File: src/rtl/uas_pkg.sv
package uas_pkg;
  typedef enum logic [1:0] {
    ST_IDLE,
    ST_ISSUE,
    ST_WAIT,
    ST_RESP
  } uas_state_e;
endpackage

File: src/rtl/uas_plan.sv
// Chooses the piece size from the start address alignment and the operand size,
// and reports the index of the final piece.
module uas_plan #(
  parameter int MAX_LG = 4,
  parameter int SZ_W   = 3,
  parameter int CW     = 4
) (
  input  logic [MAX_LG-1:0] lo_addr,
  input  logic [SZ_W-1:0]   op_lg,
  output logic [SZ_W-1:0]   piece_lg,
  output logic [CW-1:0]     last_idx
);
  logic found;
  int   span;

  always_comb begin
    piece_lg = op_lg;
    found    = 1'b0;
    for (int b = 0; b < MAX_LG; b++) begin
      if (!found && lo_addr[b]) begin
        found = 1'b1;
        if (SZ_W'(b) < op_lg) piece_lg = SZ_W'(b);
      end
    end
    span     = int'(op_lg) - int'(piece_lg);
    last_idx = CW'((1 << span) - 1);
  end
endmodule

File: src/rtl/uas_lane.sv
// Moves one piece between an operand slot and a right-justified bus.
// INSERT = 0 extracts slot -> bus, INSERT = 1 places bus -> slot.
module uas_lane #(
  parameter int MAX_LG = 4,
  parameter int SZ_W   = 3,
  parameter int CW     = 4,
  parameter bit INSERT = 1'b0,
  localparam int DW    = 8 << MAX_LG
) (
  input  logic [SZ_W-1:0] piece_lg,
  input  logic [CW-1:0]   slot,
  input  logic [DW-1:0]   din,
  output logic [DW-1:0]   dout
);
  int          shamt;
  int          pbits;
  logic [DW-1:0] mask;

  always_comb begin
    pbits = 8 << piece_lg;
    shamt = int'(slot) << (int'(piece_lg) + 3);
    mask  = ~({DW{1'b1}} << pbits);
  end

  generate
    if (INSERT) begin : g_place
      always_comb dout = (din & mask) << shamt;
    end else begin : g_take
      always_comb dout = (din >> shamt) & mask;
    end
  endgenerate
endmodule

File: src/rtl/uas_splitter.sv
module uas_splitter
  import uas_pkg::*;
#(
  parameter int ADDR_W = 12,
  parameter int MAX_LG = 4,
  localparam int DW    = 8 << MAX_LG,
  localparam int SZ_W  = $clog2(MAX_LG + 1),
  localparam int CW    = (MAX_LG < 1) ? 1 : MAX_LG
) (
  input  logic              clk,
  input  logic              rst,
  input  logic              req_valid,
  output logic              req_ready,
  input  logic [ADDR_W-1:0] req_addr,
  input  logic [SZ_W-1:0]   req_size,
  input  logic              req_write,
  input  logic              req_rev,
  input  logic [DW-1:0]     req_wdata,
  output logic              sub_valid,
  input  logic              sub_ready,
  output logic [ADDR_W-1:0] sub_addr,
  output logic [SZ_W-1:0]   sub_size,
  output logic              sub_write,
  output logic              sub_rev,
  output logic [DW-1:0]     sub_wdata,
  input  logic              sub_rvalid,
  input  logic [DW-1:0]     sub_rdata,
  output logic              rsp_valid,
  input  logic              rsp_ready,
  output logic [DW-1:0]     rsp_data
);
  uas_state_e      state_q;
  logic [SZ_W-1:0] size_q, pk_q;
  logic [CW-1:0]   last_q, idx_q;
  logic            wr_q, rev_q;
  logic [DW-1:0]   wdata_q, acc_q;

  // planning for a new request
  logic [SZ_W-1:0] plan_pk;
  logic [CW-1:0]   plan_last;

  uas_plan #(.MAX_LG(MAX_LG), .SZ_W(SZ_W), .CW(CW)) i_plan (
    .lo_addr (req_addr[MAX_LG-1:0]),
    .op_lg   (req_size),
    .piece_lg(plan_pk),
    .last_idx(plan_last)
  );

  logic            starting;
  logic [CW-1:0]   nxt_idx, nxt_slot, cur_slot, cur_last;
  logic [SZ_W-1:0] cur_pk;
  logic            cur_rev;
  logic [DW-1:0]   cur_src, nxt_piece, placed, acc_n;
  logic [ADDR_W-1:0] nxt_addr;

  assign req_ready = (state_q == ST_IDLE);
  assign starting  = req_valid && req_ready;

  always_comb begin
    nxt_idx  = starting ? '0 : idx_q + CW'(1);
    cur_pk   = starting ? plan_pk : pk_q;
    cur_last = starting ? plan_last : last_q;
    cur_rev  = starting ? req_rev : rev_q;
    cur_src  = starting ? req_wdata : wdata_q;
    nxt_slot = cur_rev ? nxt_idx : cur_last - nxt_idx;
    cur_slot = rev_q ? idx_q : last_q - idx_q;
    nxt_addr = sub_addr + (ADDR_W'(1) << pk_q);
    acc_n    = acc_q | placed;
  end

  // slot -> bus for stores
  uas_lane #(.MAX_LG(MAX_LG), .SZ_W(SZ_W), .CW(CW), .INSERT(1'b0)) i_take (
    .piece_lg(cur_pk),
    .slot    (nxt_slot),
    .din     (cur_src),
    .dout    (nxt_piece)
  );

  // bus -> slot for loads
  uas_lane #(.MAX_LG(MAX_LG), .SZ_W(SZ_W), .CW(CW), .INSERT(1'b1)) i_place (
    .piece_lg(pk_q),
    .slot    (cur_slot),
    .din     (sub_rdata),
    .dout    (placed)
  );

  always_ff @(posedge clk) begin
    if (rst) begin
      state_q   <= ST_IDLE;
      size_q    <= '0;
      pk_q      <= '0;
      last_q    <= '0;
      idx_q     <= '0;
      wr_q      <= 1'b0;
      rev_q     <= 1'b0;
      wdata_q   <= '0;
      acc_q     <= '0;
      sub_valid <= 1'b0;
      sub_addr  <= '0;
      sub_size  <= '0;
      sub_write <= 1'b0;
      sub_rev   <= 1'b0;
      sub_wdata <= '0;
      rsp_valid <= 1'b0;
      rsp_data  <= '0;
    end else begin
      case (state_q)
        ST_IDLE: begin
          if (req_valid) begin
            size_q    <= req_size;
            pk_q      <= plan_pk;
            last_q    <= plan_last;
            idx_q     <= '0;
            wr_q      <= req_write;
            rev_q     <= req_rev;
            wdata_q   <= req_wdata;
            acc_q     <= '0;
            sub_valid <= 1'b1;
            sub_addr  <= req_addr;
            sub_size  <= plan_pk;
            sub_write <= req_write;
            sub_rev   <= req_rev;
            sub_wdata <= req_write ? nxt_piece : '0;
            state_q   <= ST_ISSUE;
          end
        end
        ST_ISSUE: begin
          if (sub_ready) begin
            if (wr_q) begin
              if (idx_q == last_q) begin
                sub_valid <= 1'b0;
                rsp_valid <= 1'b1;
                rsp_data  <= '0;
                state_q   <= ST_RESP;
              end else begin
                idx_q     <= nxt_idx;
                sub_addr  <= nxt_addr;
                sub_wdata <= nxt_piece;
              end
            end else begin
              sub_valid <= 1'b0;
              state_q   <= ST_WAIT;
            end
          end
        end
        ST_WAIT: begin
          if (sub_rvalid) begin
            if (idx_q == last_q) begin
              rsp_data  <= acc_n;
              rsp_valid <= 1'b1;
              state_q   <= ST_RESP;
            end else begin
              acc_q     <= acc_n;
              idx_q     <= nxt_idx;
              sub_addr  <= nxt_addr;
              sub_valid <= 1'b1;
              state_q   <= ST_ISSUE;
            end
          end
        end
        default: begin
          if (rsp_ready) begin
            rsp_valid <= 1'b0;
            state_q   <= ST_IDLE;
          end
        end
      endcase
    end
  end

  // pieces handed over since the current request was accepted
  logic [CW:0] issued_q;
  always_ff @(posedge clk) begin
    if (rst || starting) issued_q <= '0;
    else if (sub_valid && sub_ready) issued_q <= issued_q + (CW+1)'(1);
  end

  a_r1_piece_within_operand: assert property (@(posedge clk) disable iff (rst)
    sub_valid |-> sub_size <= size_q);

  a_r3_sub_aligned: assert property (@(posedge clk) disable iff (rst)
    sub_valid |-> ((sub_addr & ~({ADDR_W{1'b1}} << sub_size)) == '0));

  a_r2_piece_count: assert property (@(posedge clk) disable iff (rst)
    $rose(rsp_valid) |-> issued_q == ({1'b0, last_q} + (CW+1)'(1)));

  a_r9_busy_blocks_req: assert property (@(posedge clk) disable iff (rst)
    (rsp_valid || sub_valid) |-> !req_ready);

  a_r9_rsp_held: assert property (@(posedge clk) disable iff (rst)
    rsp_valid && !rsp_ready |=> rsp_valid && $stable(rsp_data));

  a_r10_sub_held: assert property (@(posedge clk) disable iff (rst)
    sub_valid && !sub_ready |=> sub_valid && $stable(sub_addr) && $stable(sub_size)
                                && $stable(sub_wdata));
endmodule

File: config.mk
export PLATFORM = sky130hd
export DESIGN_NAME = uas_splitter
export DESIGN_NICKNAME = d
export VERILOG_FILES = /design/src/rtl/uas_pkg.sv /design/src/rtl/uas_plan.sv /design/src/rtl/uas_lane.sv /design/src/rtl/uas_splitter.sv
export SDC_FILE = /design/constraint.sdc
export NUM_CORES = 2
export LEC_CHECK = 0
export BUFFER_PORTS_ARGS = -buffer_cell sky130_fd_sc_hd__buf_2
export CAP_MARGIN = 20
export CORE_ASPECT_RATIO = 0.6
export CORE_UTILIZATION = 25
export CTS_CLUSTER_DIAMETER = 60
export DETAILED_ROUTE_END_ITERATION = 7
export GPL_TIMING_DRIVEN = 0
export PLACE_DENSITY_LB_ADDON = 0.12
export RECOVER_POWER = 100
export REMOVE_ABC_BUFFERS = 1
export SLEW_MARGIN = 25
export SYNTH_ARGS = -nofsm -noshare
export SYNTH_HDL_FRONTEND = slang
export SYNTH_SLANG_ARGS = --single-unit
File: constraint.sdc
create_clock -name clk -period 18.2 [get_ports clk]
set_clock_uncertainty 0.1 [all_clocks]
set_input_delay 2.73 -clock clk [delete_from_list [all_inputs] [get_ports clk]]
set_output_delay 2.73 -clock clk [all_outputs]
set_load 0.02 [all_outputs]
==> metrics.yaml <==
numCtsBuffers: 76
end_kind: "flip-flop"
startpoint: "req_valid"
setup_viol: 0
hp-class: "reg -> reg"
post-route-drc-count: 0
synth_edf_count: 0
place_ws_ns: 6.02
path_clk_slew_ns: 0.06
h-tree-depth: 3
worstPathRequired_ns: 18.65
insertion_delay_ns: 0.70
maxSlewHeadroom: -1.99
postPlaceCellArea_um2: 51700
detail-route-antenna-nets: 0
numClockSinks: 541
wl_per_cell_um: 35.4
cts_root_buffer: "clkbuf_16"
syn_area_per_cell_um2: 7.39
cp-start-kind: "primary input"
synth_cell_types: 119
grt_use_total: 0.331
hp-start: "sub_wdata[78]$_SDFFE_PP0P_"
final.period_utilization: 0.830
grt_pass1_vias: 48200
cts_resized: 0
io_buffer_count: 554
synth.yosys.seq_area_share: 0.246
ioPinCount: 555
synth.cell_area_um2: 44000
finalHoldViolCount: 0
syn2layout_area_growth_pct: 21.9
die_x_um: 544
drv_cap: 21
initial_core_util: 0.254
layout_min_cycle_time_ns: 15.10
fmaxAchievable_mhz: 66.2
setup_ws_ns: 3.10
die_h_um: 327
gr-total-overflow: 0
grt_setup_unrepaired: "no"
place_inst: 8502
vias_per_cell: 6.12
cts_tree: "built"
drv_slew: 504
violations: "max-capacitance violations, max-slew violations"
reg2reg_from: "state_q[1]$_SDFFE_PP0P_"
grt_max_degree: 89
cts_hold_buf: 0
grt_pass1_wl_um: 412000
vias: 53100
fillers: 19000
whs_ns: 0.343
worst_slew_pin_slew_ns: 4.48
routed_wl_um: 307000
cts_setup_buffers: 0
ys_async_sr_fraction: 0
yosys_warnings: 0
hpwl_um: 246000
worst-setup-path-type: "in -> reg"
synth_ff_type: "dfxtp_1"
fin_nets: 6560
synth-seq-cells: 541
antenna_found_initial: 44
synth_cells: 5957
instances_no_fill: 8672
dr.pass1.iters: 7
core_um2: 174000
fin_area_um2: 53700
gp_congestion: 1.05
cp.arrival_ns: 15.55
drtIter0Drc: 7621
status: "finished with violations"
die_area_um2: 178000
rows: 118
cp_max_fo: 56
final_layout_size_suffix_gt1_frac: 0.146
clk_path_buf_depth: 3
-- layout by cell type, fill, tap and decap left out, types with 62 or more instances in the layout --
master and instances:
nand2_1 815, and3_1 66, nor2_1 571, nand3_1 209
a31oi_1 71, a211oi_1 130, nor3_1 129, o22ai_1 71
a22oi_1 137, o211ai_1 102, clkbuf_16 76, a22o_1 83
buf_2 295, clkbuf_1 299, mux2_2 62, a21oi_1 446
mux2i_1 429, o21ai_0 371, dfxtp_1 541
-- cells by family after synthesis --
family                     count (synthesis)  synth area share
AOI/OAI and AO/OA                       2057             0.320
xor gates and xnor gates                  14           0.00296
adders and majority gates                 40            0.0121
buffers and inverters                    603            0.0613
DFF                                      541             0.246
muxes                                    547             0.138
and+or+nand+nor                         2155             0.220
-- flip-flops by register name, summed over array words and instances (netlist names) --
signal / flops
wdata_q: 128
rsp_valid: 1
rev_q: 1
pk_q: 3
rsp_data: 128
idx_q: 4
acc_q: 128
sub_wdata: 128
sub_addr: 12
state_q: 2
last_q: 4
wr_q: 1
sub_valid: 1
-- layout make-up --
class,instances,area [µm²],share of cell area
Antenna cell,31,77.6,0.00145
Clock buffer,92,2050,0.0382
Clock inverter,46,627,0.0117
Inverter,46,180,0.00336
Multi-Input combinational cell,4813,31200,0.582
Sequential cell,541,10800,0.202
Tap cell,2340,2930,0.0545
Timing Repair Buffer,763,5770,0.107
-- critical path, stage by stage --
cell and delay, ns:
clkbuf_1 0.65, nand2_1 1.92, clkbuf_1 2.11, a21oi_1 0.37, a21oi_4 0.77, buf_8 0.25, ha_1 0.51, inv_1 0.40
a311o_1 0.38, o32ai_1 0.28, or3b_2 0.90, nand2_4 0.41, buf_16 0.32, nand2_1 0.65, o221ai_1 0.82, mux2_2 0.68
a21o_1 0.26, mux2i_1 0.64, o221ai_1 0.22
-- synthesized netlist by cell type, types with 42 or more instances --
cell      number  area [µm²]
nand2_1      820        3080
a211o_1       44         385
mux2_2        72         811
o21ai_0      370        1850
and3_1        68         425
o211ai_1     102         766
a21oi_1      460        2300
nand3_1      213        1070
nand4_1       61         382
clkbuf_1     264         991
a31oi_1       73         457
a211oi_1     133         998
o31ai_1       47         353
o22ai_1       76         475
a22o_1        83         727
a22oi_1      137        1030
nor2_1       595        2230
dfxtp_1      541       10800
buf_1         46         173
mux2i_1      436        4360
and2_1        42         263
buf_2        207        1040
nor3_1       134         671
inv_1         42         158
-- routing by layer --
layer | vias up | global-route usage | routed length, µm
met3 | 311 | 0.143 | 41800
met1 | 26700 | 0.512 | 150000
met5 | - | 0.000530 | 103
met2 | 3040 | 0.402 | 109000
met4 | 16 | 0.0695 | 6510
li1 | 23000 | - | -
-- through the flow --
step / util / TNS, ns
after floorplan: - / -28.17
after global placement: 0.272 / -3822.84
after detailed placement: 0.298 / 0
after CTS: 0.313 / 0
after global routing: 0.309 / 0
final: 0.309 / 0
-- final timing paths --
kind	to	slack [ns]	depth (start not counted)
worst max-delay path	sub_wdata[8]$_SDFFE_PP0P_	3.10	19
worst min-delay path	sub_wdata[78]$_SDFFE_PP0P_	0.34	2
worst max register to register	sub_wdata[8]$_SDFFE_PP0P_	4.67	21
worst min register to register	sub_wdata[78]$_SDFFE_PP0P_	0.34	2
Power is not shown: default switching activity piles up to over one toggle a cycle in this logic, so the estimate is an artifact.
